<file path="src/rtl/lcdc_pkg.sv">
package lcdc_pkg;

  typedef enum logic [1:0] {
    SPACE_REG  = 2'd0,
    SPACE_PAL  = 2'd1,
    SPACE_ID   = 2'd2,
    SPACE_NONE = 2'd3
  } space_e;

  localparam int unsigned GEO_W = 11;

  localparam logic [3:0] OFS_UPBASE = 4'd4;
  localparam logic [3:0] OFS_LPBASE = 4'd5;
  localparam logic [3:0] OFS_RAW    = 4'd8;
  localparam logic [3:0] OFS_MASKED = 4'd9;
  localparam logic [3:0] OFS_CLR    = 4'd10;
  localparam logic [3:0] OFS_UPCUR  = 4'd11;
  localparam logic [3:0] OFS_LPCUR  = 4'd12;
  localparam int unsigned NUM_REG_WORDS = 13;

  // Control word bit positions
  localparam int unsigned CB_EN    = 0;
  localparam int unsigned CB_BGR   = 8;
  localparam int unsigned CB_BEB   = 9;
  localparam int unsigned CB_BEP   = 10;
  localparam int unsigned CB_POWER = 11;

  function automatic logic [7:0] id_byte(input logic newer, input logic [2:0] idx);
    logic [7:0] b;
    case (idx)
      3'd0: b = newer ? 8'h11 : 8'h10;
      3'd1: b = 8'h11;
      3'd2: b = newer ? 8'h24 : 8'h04;
      3'd3: b = 8'h00;
      3'd4: b = 8'h0D;
      3'd5: b = 8'hF0;
      3'd6: b = 8'h05;
      default: b = 8'hB1;
    endcase
    return b;
  endfunction

  function automatic logic [GEO_W-1:0] calc_width(input logic [7:0] f);
    logic [GEO_W-1:0] groups;
    groups = GEO_W'(f[7:2]) + GEO_W'(1);
    return groups << 4;
  endfunction

  function automatic logic [GEO_W-1:0] calc_height(input logic [9:0] f);
    return GEO_W'(f) + GEO_W'(1);
  endfunction

endpackage

</file>
<file path="src/rtl/lcdc_decode.sv">
module lcdc_decode
  import lcdc_pkg::*;
#(
  parameter int unsigned ADDR_W    = 10,
  parameter int unsigned PAL_BASE  = 'h80,
  parameter int unsigned PAL_DEPTH = 128,
  parameter int unsigned ID_WORDS  = 8
) (
  input  logic [ADDR_W-1:0] addr,
  input  logic              wr,
  output space_e            space,
  output logic [3:0]        reg_idx,
  output logic              legal
);
  localparam logic [ADDR_W-1:0] REG_END = ADDR_W'(NUM_REG_WORDS);
  localparam logic [ADDR_W-1:0] PAL_LO  = ADDR_W'(PAL_BASE);
  localparam logic [ADDR_W-1:0] PAL_HI  = ADDR_W'(PAL_BASE + PAL_DEPTH - 1);
  localparam logic [ADDR_W-1:0] ID_LO   = ADDR_W'((1 << ADDR_W) - ID_WORDS);

  assign reg_idx = addr[3:0];

  always_comb begin
    if (addr < REG_END)                       space = SPACE_REG;
    else if (addr >= PAL_LO && addr <= PAL_HI) space = SPACE_PAL;
    else if (addr >= ID_LO)                   space = SPACE_ID;
    else                                      space = SPACE_NONE;
  end

  always_comb begin
    case (space)
      SPACE_REG: legal = wr ? (reg_idx <= 4'd7 || reg_idx == OFS_CLR)
                            : (reg_idx != OFS_CLR);
      SPACE_PAL: legal = 1'b1;
      SPACE_ID:  legal = ~wr;
      default:   legal = 1'b0;
    endcase
  end

endmodule

</file>
<file path="src/rtl/lcdc_palette_ram.sv">
module lcdc_palette_ram #(
  parameter int unsigned DEPTH  = 128,
  parameter int unsigned DATA_W = 32,
  localparam int unsigned IDX_W = $clog2(DEPTH)
) (
  input  logic              clk,
  input  logic              we,
  input  logic [IDX_W-1:0]  idx,
  input  logic [DATA_W-1:0] wdata,
  output logic [DATA_W-1:0] rdata
);
  logic [DATA_W-1:0] mem [DEPTH];

  always_ff @(posedge clk) begin
    if (we) mem[idx] <= wdata;
    rdata <= mem[idx];
  end

endmodule

</file>
<file path="src/rtl/lcdc_regbank.sv">
module lcdc_regbank
  import lcdc_pkg::*;
#(
  parameter bit          NEWER_MAP = 1'b0,
  parameter int unsigned ADDR_W    = 10,
  parameter int unsigned DATA_W    = 32,
  parameter int unsigned PAL_DEPTH = 128,
  parameter int unsigned NUM_IRQ   = 4
) (
  input  logic               clk,
  input  logic               rst,
  input  logic               bus_sel,
  input  logic               bus_wr,
  input  logic [ADDR_W-1:0]  bus_addr,
  input  logic [DATA_W-1:0]  bus_wdata,
  output logic [DATA_W-1:0]  bus_rdata,
  output logic               bus_err,
  input  logic [NUM_IRQ-1:0] irq_event,
  output logic [GEO_W-1:0]   panel_width,
  output logic [GEO_W-1:0]   panel_height,
  output logic [2:0]         depth_mode,
  output logic               disp_en,
  output logic               bgr_order,
  output logic               be_bytes,
  output logic               be_pixels,
  output logic               invalidate
);
  localparam logic [3:0] CTRL_SLOT = NEWER_MAP ? 4'd6 : 4'd7;
  localparam logic [3:0] MASK_SLOT = NEWER_MAP ? 4'd7 : 4'd6;
  localparam int unsigned NUM_TIM  = 4;
  localparam int unsigned PAL_IDX_W = $clog2(PAL_DEPTH);

  space_e     space;
  logic [3:0] reg_idx;
  logic       legal;

  lcdc_decode #(
    .ADDR_W   (ADDR_W),
    .PAL_BASE ('h80),
    .PAL_DEPTH(PAL_DEPTH),
    .ID_WORDS (8)
  ) u_decode (
    .addr   (bus_addr),
    .wr     (bus_wr),
    .space  (space),
    .reg_idx(reg_idx),
    .legal  (legal)
  );

  logic wr_acc, rd_acc, reg_wr;
  assign wr_acc = bus_sel & bus_wr;
  assign rd_acc = bus_sel & ~bus_wr;
  assign reg_wr = wr_acc & legal & (space == SPACE_REG);

  logic [DATA_W-1:0]  tim_q [NUM_TIM];
  logic [DATA_W-1:0]  upbase_q, lpbase_q, ctrl_q;
  logic [NUM_IRQ-1:0] mask_q, raw_q, clr_bits;

  assign clr_bits = (reg_wr && reg_idx == OFS_CLR) ? bus_wdata[NUM_IRQ-1:0]
                                                   : '0;

  // Register writes and derived panel state
  always_ff @(posedge clk) begin
    if (rst) begin
      for (int i = 0; i < NUM_TIM; i++) tim_q[i] <= '0;
      upbase_q     <= '0;
      lpbase_q     <= '0;
      ctrl_q       <= '0;
      mask_q       <= '0;
      raw_q        <= '0;
      panel_width  <= calc_width(8'd0);
      panel_height <= calc_height(10'd0);
      disp_en      <= 1'b0;
    end else begin
      // events take priority over a clear in the same cycle
      raw_q <= (raw_q & ~clr_bits) | irq_event;
      if (reg_wr) begin
        for (int i = 0; i < NUM_TIM; i++)
          if (reg_idx == 4'(i)) tim_q[i] <= bus_wdata;
        if (reg_idx == 4'd0) panel_width  <= calc_width(bus_wdata[7:0]);
        if (reg_idx == 4'd1) panel_height <= calc_height(bus_wdata[9:0]);
        if (reg_idx == OFS_UPBASE) upbase_q <= bus_wdata;
        if (reg_idx == OFS_LPBASE) lpbase_q <= bus_wdata;
        if (reg_idx == MASK_SLOT)  mask_q   <= bus_wdata[NUM_IRQ-1:0];
        if (reg_idx == CTRL_SLOT) begin
          ctrl_q  <= bus_wdata;
          disp_en <= bus_wdata[CB_EN] & bus_wdata[CB_POWER];
        end
      end
    end
  end

  assign depth_mode = ctrl_q[3:1];
  assign bgr_order  = ctrl_q[CB_BGR];
  assign be_bytes   = ctrl_q[CB_BEB];
  assign be_pixels  = ctrl_q[CB_BEP];

  // Palette memory
  logic [DATA_W-1:0] pal_rdata;

  lcdc_palette_ram #(
    .DEPTH (PAL_DEPTH),
    .DATA_W(DATA_W)
  ) u_palette (
    .clk  (clk),
    .we   (wr_acc && space == SPACE_PAL),
    .idx  (bus_addr[PAL_IDX_W-1:0]),
    .wdata(bus_wdata),
    .rdata(pal_rdata)
  );

  // Read path
  logic [DATA_W-1:0] reg_word, rd_word;

  always_comb begin
    reg_word = '0;
    if (reg_idx < 4'(NUM_TIM)) reg_word = tim_q[reg_idx[1:0]];
    else if (reg_idx == OFS_UPBASE || reg_idx == OFS_UPCUR) reg_word = upbase_q;
    else if (reg_idx == OFS_LPBASE || reg_idx == OFS_LPCUR) reg_word = lpbase_q;
    else if (reg_idx == CTRL_SLOT)  reg_word = ctrl_q;
    else if (reg_idx == MASK_SLOT)  reg_word = DATA_W'(mask_q);
    else if (reg_idx == OFS_RAW)    reg_word = DATA_W'(raw_q);
    else if (reg_idx == OFS_MASKED) reg_word = DATA_W'(raw_q & mask_q);
  end

  always_comb begin
    case (space)
      SPACE_REG: rd_word = reg_word;
      SPACE_ID:  rd_word = DATA_W'(id_byte(NEWER_MAP, bus_addr[2:0]));
      default:   rd_word = '0;
    endcase
  end

  logic [DATA_W-1:0] rdata_q;
  logic              pal_sel_q;

  always_ff @(posedge clk) begin
    if (rst) begin
      rdata_q    <= '0;
      pal_sel_q  <= 1'b0;
      bus_err    <= 1'b0;
      invalidate <= 1'b0;
    end else begin
      rdata_q    <= (rd_acc && legal) ? rd_word : '0;
      pal_sel_q  <= rd_acc && space == SPACE_PAL;
      bus_err    <= bus_sel & ~legal;
      invalidate <= wr_acc;
    end
  end

  assign bus_rdata = pal_sel_q ? pal_rdata : rdata_q;

endmodule

</file>
<file path="config.mk">
export PLATFORM = sky130hd
export DESIGN_NAME = lcdc_regbank
export DESIGN_NICKNAME = d
export VERILOG_FILES = /design/src/rtl/lcdc_pkg.sv /design/src/rtl/lcdc_decode.sv /design/src/rtl/lcdc_palette_ram.sv /design/src/rtl/lcdc_regbank.sv
export SDC_FILE = /design/constraint.sdc
export NUM_CORES = 2
export LEC_CHECK = 0
export BUFFER_PORTS_ARGS = -buffer_cell sky130_fd_sc_hd__clkbuf_2
export CORE_MARGIN = 2
export CORE_UTILIZATION = 40
export DETAILED_ROUTE_END_ITERATION = 6
export GPL_TIMING_DRIVEN = 1
export MAX_ROUTING_LAYER = met4
export PLACE_DENSITY = 0.57
export SETUP_SLACK_MARGIN = 0.1
export SLEW_MARGIN = 30
export SYNTH_ARGS = -nofsm -noshare
export SYNTH_HDL_FRONTEND = slang
export SYNTH_HIERARCHICAL = 1
export SYNTH_MEMORY_MAX_BITS = 65536
export SYNTH_SLANG_ARGS = --single-unit
</file>
<file path="constraint.sdc">
create_clock -name clk -period 5 [get_ports clk]
set_input_delay 0.5 -clock clk [delete_from_list [all_inputs] [get_ports clk]]
set_output_delay 0.5 -clock clk [all_outputs]
set_load 0.05 [all_outputs]
</file>
==> flow_summary.yaml <==
placement:
  hpwlAfterDp_um: 405000
  globalplace.congestion: 0.979
  dp_worst_setup_slack_ps: 236
  io_buffers: 108
sta:
  actual_slew_at_the_worst_max_slew_pin_ps: 1170
  slew-limit-headroom_pct: 21.9
  finalMaxSlewViolations: 0
  unrepaired_setup_endpoints_after_global_routing: "no"
  finalHoldViolCount: 14
  max_clock_freq_ghz: 0.239
  layout_worst_path_cycle_share_pct: 83.8
  setup_ws_ps: 811
  hold-worst-slack_ps: -21.7
  timing.final.crit_period_ps: 4190
  finalSetupViolCount: 0
  totalNegativeSetupSlack_ps: 0
  clock_skew_ps: 70.3
power:
  power.leakage_nw: 62.1
  power_per_cell_area_nw_per_um2: 396
  post-layout-total-power_mw: 78.6
  peakVddDrop_uv: 297
worst_setup_path:
  critical_path_arrival_ps: 5080
  r2r-end: "u_palette/rdata[28]$_DFF_P_"
  cpPeakStageDelay_ps: 810
  cp.buffers_inverters: 3
  length_in_cells_of_the_worst_reg_to_reg_path: 5
  required_ps: 5890
  timing.critical_path.fanout_max: 42
  regToRegStartpoint: "u_palette/mem[20][28]$_DFFE_PP_"
  endpoint_kind: "flop"
  setup.worst_path.start_class: "input port"
  critPathTopFamily: "compound AO/OA/AOI/OAI gates"
  worstPathCellList: "buf_8 -> and2_4 -> buf_12 -> buf_4 -> a22oi_1 -> o22ai_1 -> or4_1 -> a311oi_2 -> o32ai_1"
  slowest_stage: "a22oi_1"
  timing_worst_setup_path_type: "in2reg"
  regToRegSetupSlack_ps: 1550
cells_and_area:
  layout-drive-gt1-share_pct: 19.7
  area_overhead_vs_synth_pct: 17.0
  final_common_cell: "edfxtp_1"
  num-nets-final: 10700
  final_util_pct: 46.9
  layout.cells.most_common_list: "4224 x edfxtp_1, 851 x a221oi_1, 609 x buf_4"
floorplan:
  number_of_standard_cell_rows_in_the_floorplan: 239
  die_y_um: 655
  dieArea_um2: 430000
  floorplan.io_pins: 113
  die_w_um: 655
  floorplan.initialDensity_pct: 40.1
  core_region_area_um2: 423000
logic_synthesis:
  post_synth.cell_area_avg_um2: 16.8
  mappedNetlistArea_um2: 170000
  synth_warnings: 6
  synthCells: 10100
  netlist.top_cell.by_area: "edfxtp_1"
  post_synth_main_area_contributors: "edfxtp_1 75%, a221oi_1 4.4%, dfxtp_1 2.2%, a22oi_1 2.1%, mux2_2 2.0%"
  postSynth.topFlopCell: "edfxtp_1"
  synth.distinct_cells: 88
  postSynth.asyncResetShare_pct: 0
  number_of_enable_type_register_cells_in_the_synthesized_netlist: 4224
  yosysTopAreaCellShare_pct: 74.7
  ys_ff_latch: 4414
  synth.yosys.seq_area_share_pct: 77.0
drt:
  drc: 0
  drt-pass1-iter-count: 7
  route.final.wire_length_um: 651000
  wl_met3_um: 85300
  routed_wire_length_per_instance_um: 38.7
  antenna_left: 0
  wl_met2_um: 283000
  via_count: 110000
  top_layer_used: "met4"
  detail_route.vias_per_cell: 6.54
  detail_route.iter0.violations: 19400
  drt-met1-wl_um: 242000
clocking:
  cts_buffers: 444
  ctsLongestPathBuffers: 4
  cts_htree_levels: 5
  clock_latency_ps: 1030
  worst_setup_hold_path_clk_slew_ps: 60
  sink_count: 4414
  tritoncts_clock_tree: "yes"
  clockRootBuffer: "clkbuf_16"
worst_hold_path:
  min_delay_worst_type: "in2reg"
  min_path_cells: 1
  hold_path.startpoint: "bus_wdata[24]"
  min_delay_worst_endpoint: "u_palette/mem[1][24]$_DFFE_PP_"
global_routing:
  first_pass_grt_wire_length_um: 878000
  grt_start_max_net_pins: 137
  grt_pass1_vias: 102000
  grt_use_total_pct: 30.5
  grt_antenna_before_repair: 87
  grt.overflow.total: 0
run:
  cap_viol_max_count: 0
outcome:
  run_status: "finished with violations"
  failed_checks: "hold timing"
[power breakdown]
group / switching [mW] / internal [mW] / leakage [nW]
registers: 0.155 / 40.6 / 39.6
logic: 3.86 / 1.36 / 15.6
clock network: 14.3 / 18.3 / 6.88
total: 18.4 / 60.2 / 62.1
[state kept, by name (all words and copies together) (netlist names)]
register	count
u_palette/mem	4096
tim_q	128
ctrl_q	32
lpbase_q	32
rdata_q	32
u_palette/rdata	32
upbase_q	32
panel_height	11
panel_width	7
mask_q	4
raw_q	4
bus_err	1
disp_en	1
invalidate	1
pal_sel_q	1
[how the worst max path moves through the flow]
| stage | startpoint | end | slack [ps] | depth (start not counted) |
|---|---|---|---|---|
| 2_1_floorplan | bus_addr[5] | u_palette/mem[73][0]$_DFFE_PP_ | 400 | 7 |
| 3_3_place_gp | bus_addr[2] | u_palette/rdata[28]$_DFF_P_ | -240 | 10 |
| 3_5_place_dp | bus_addr[0] | u_palette/rdata[28]$_DFF_P_ | 240 | 10 |
| 4_1_cts | bus_addr[0] | u_palette/rdata[28]$_DFF_P_ | 1310 | 10 |
| 5_1_grt | bus_addr[2] | u_palette/rdata[28]$_DFF_P_ | 1160 | 9 |
| 6_report | bus_addr[2] | u_palette/rdata[28]$_DFF_P_ | 810 | 9 |
[metrics by stage]
step                hold WS [ps]  cells  cell area [um^2]
floorplan                    432  10100            170000
global placement             439  15900            184000
detailed placement           442  15900            184000
CTS                        0.869  16700            198000
global route                6.72  16800            198000
finish                     -21.7  16800            199000
[cells in the mapped netlist, drive strengths merged (43+ instances only)]
master / number
a21oi: 562
o221ai: 50
a22o: 59
a222oi: 68
o22ai: 173
mux2i: 132
nor3: 50
a211oi: 43
o21ai: 330
dfxtp: 190
and2: 136
clkbuf: 381
a221oi: 851
nand2: 482
nor2b: 118
a22oi: 471
edfxtp: 4224
buf: 448
mux4: 102
a221o: 65
mux2: 311
nor2: 316
[metal layers]
metal  vias to the layer above  GRT usage (%)
met5                         -              -
met4                         0           15.7
met3                      1414           7.86
met2                      8287           43.5
met1                     57300           40.3
li1                      43000              -
[cells by family after synthesis]
group	synth area share, %
and+or+nand+nor	3.88
AOI/OAI and AO/OA	12.7
xor gates and xnor gates	0.0722
adders and majority gates	0.0147
buffers and inverters	2.16
DFF	77.0
muxes	4.20
other	0.00221
[worst register-to-register path, delay by kind of cell, from the launching register on]
family | cells | cell delay, ps
AOI/OAI and AO/OA | 4 | 2270
and+or+nand+nor | 1 | 680
DFF | 1 | 360
[final cells by class]
| class | count | area (um^2) |
|---|---|---|
| Antenna cell | 88 | 220 |
| Clock buffer | 578 | 11900 |
| Clock inverter | 243 | 2160 |
| Fill cell | 35700 | 225000 |
| Inverter | 11 | 65.1 |
| Multi-Input combinational cell | 4867 | 36700 |
| Sequential cell | 4414 | 131000 |
| Tap cell | 5663 | 7090 |
| Timing Repair Buffer | 940 | 9710 |
[what timing repair did]
item	4_1_cts	5_1_grt
setup endpoints to repair	0	0
gates resized for setup	0	0
buffers inserted	0	0
endpoints found under the hold margin	384	17
hold buffers	23	1
Power figures use the tool's default switching activity.
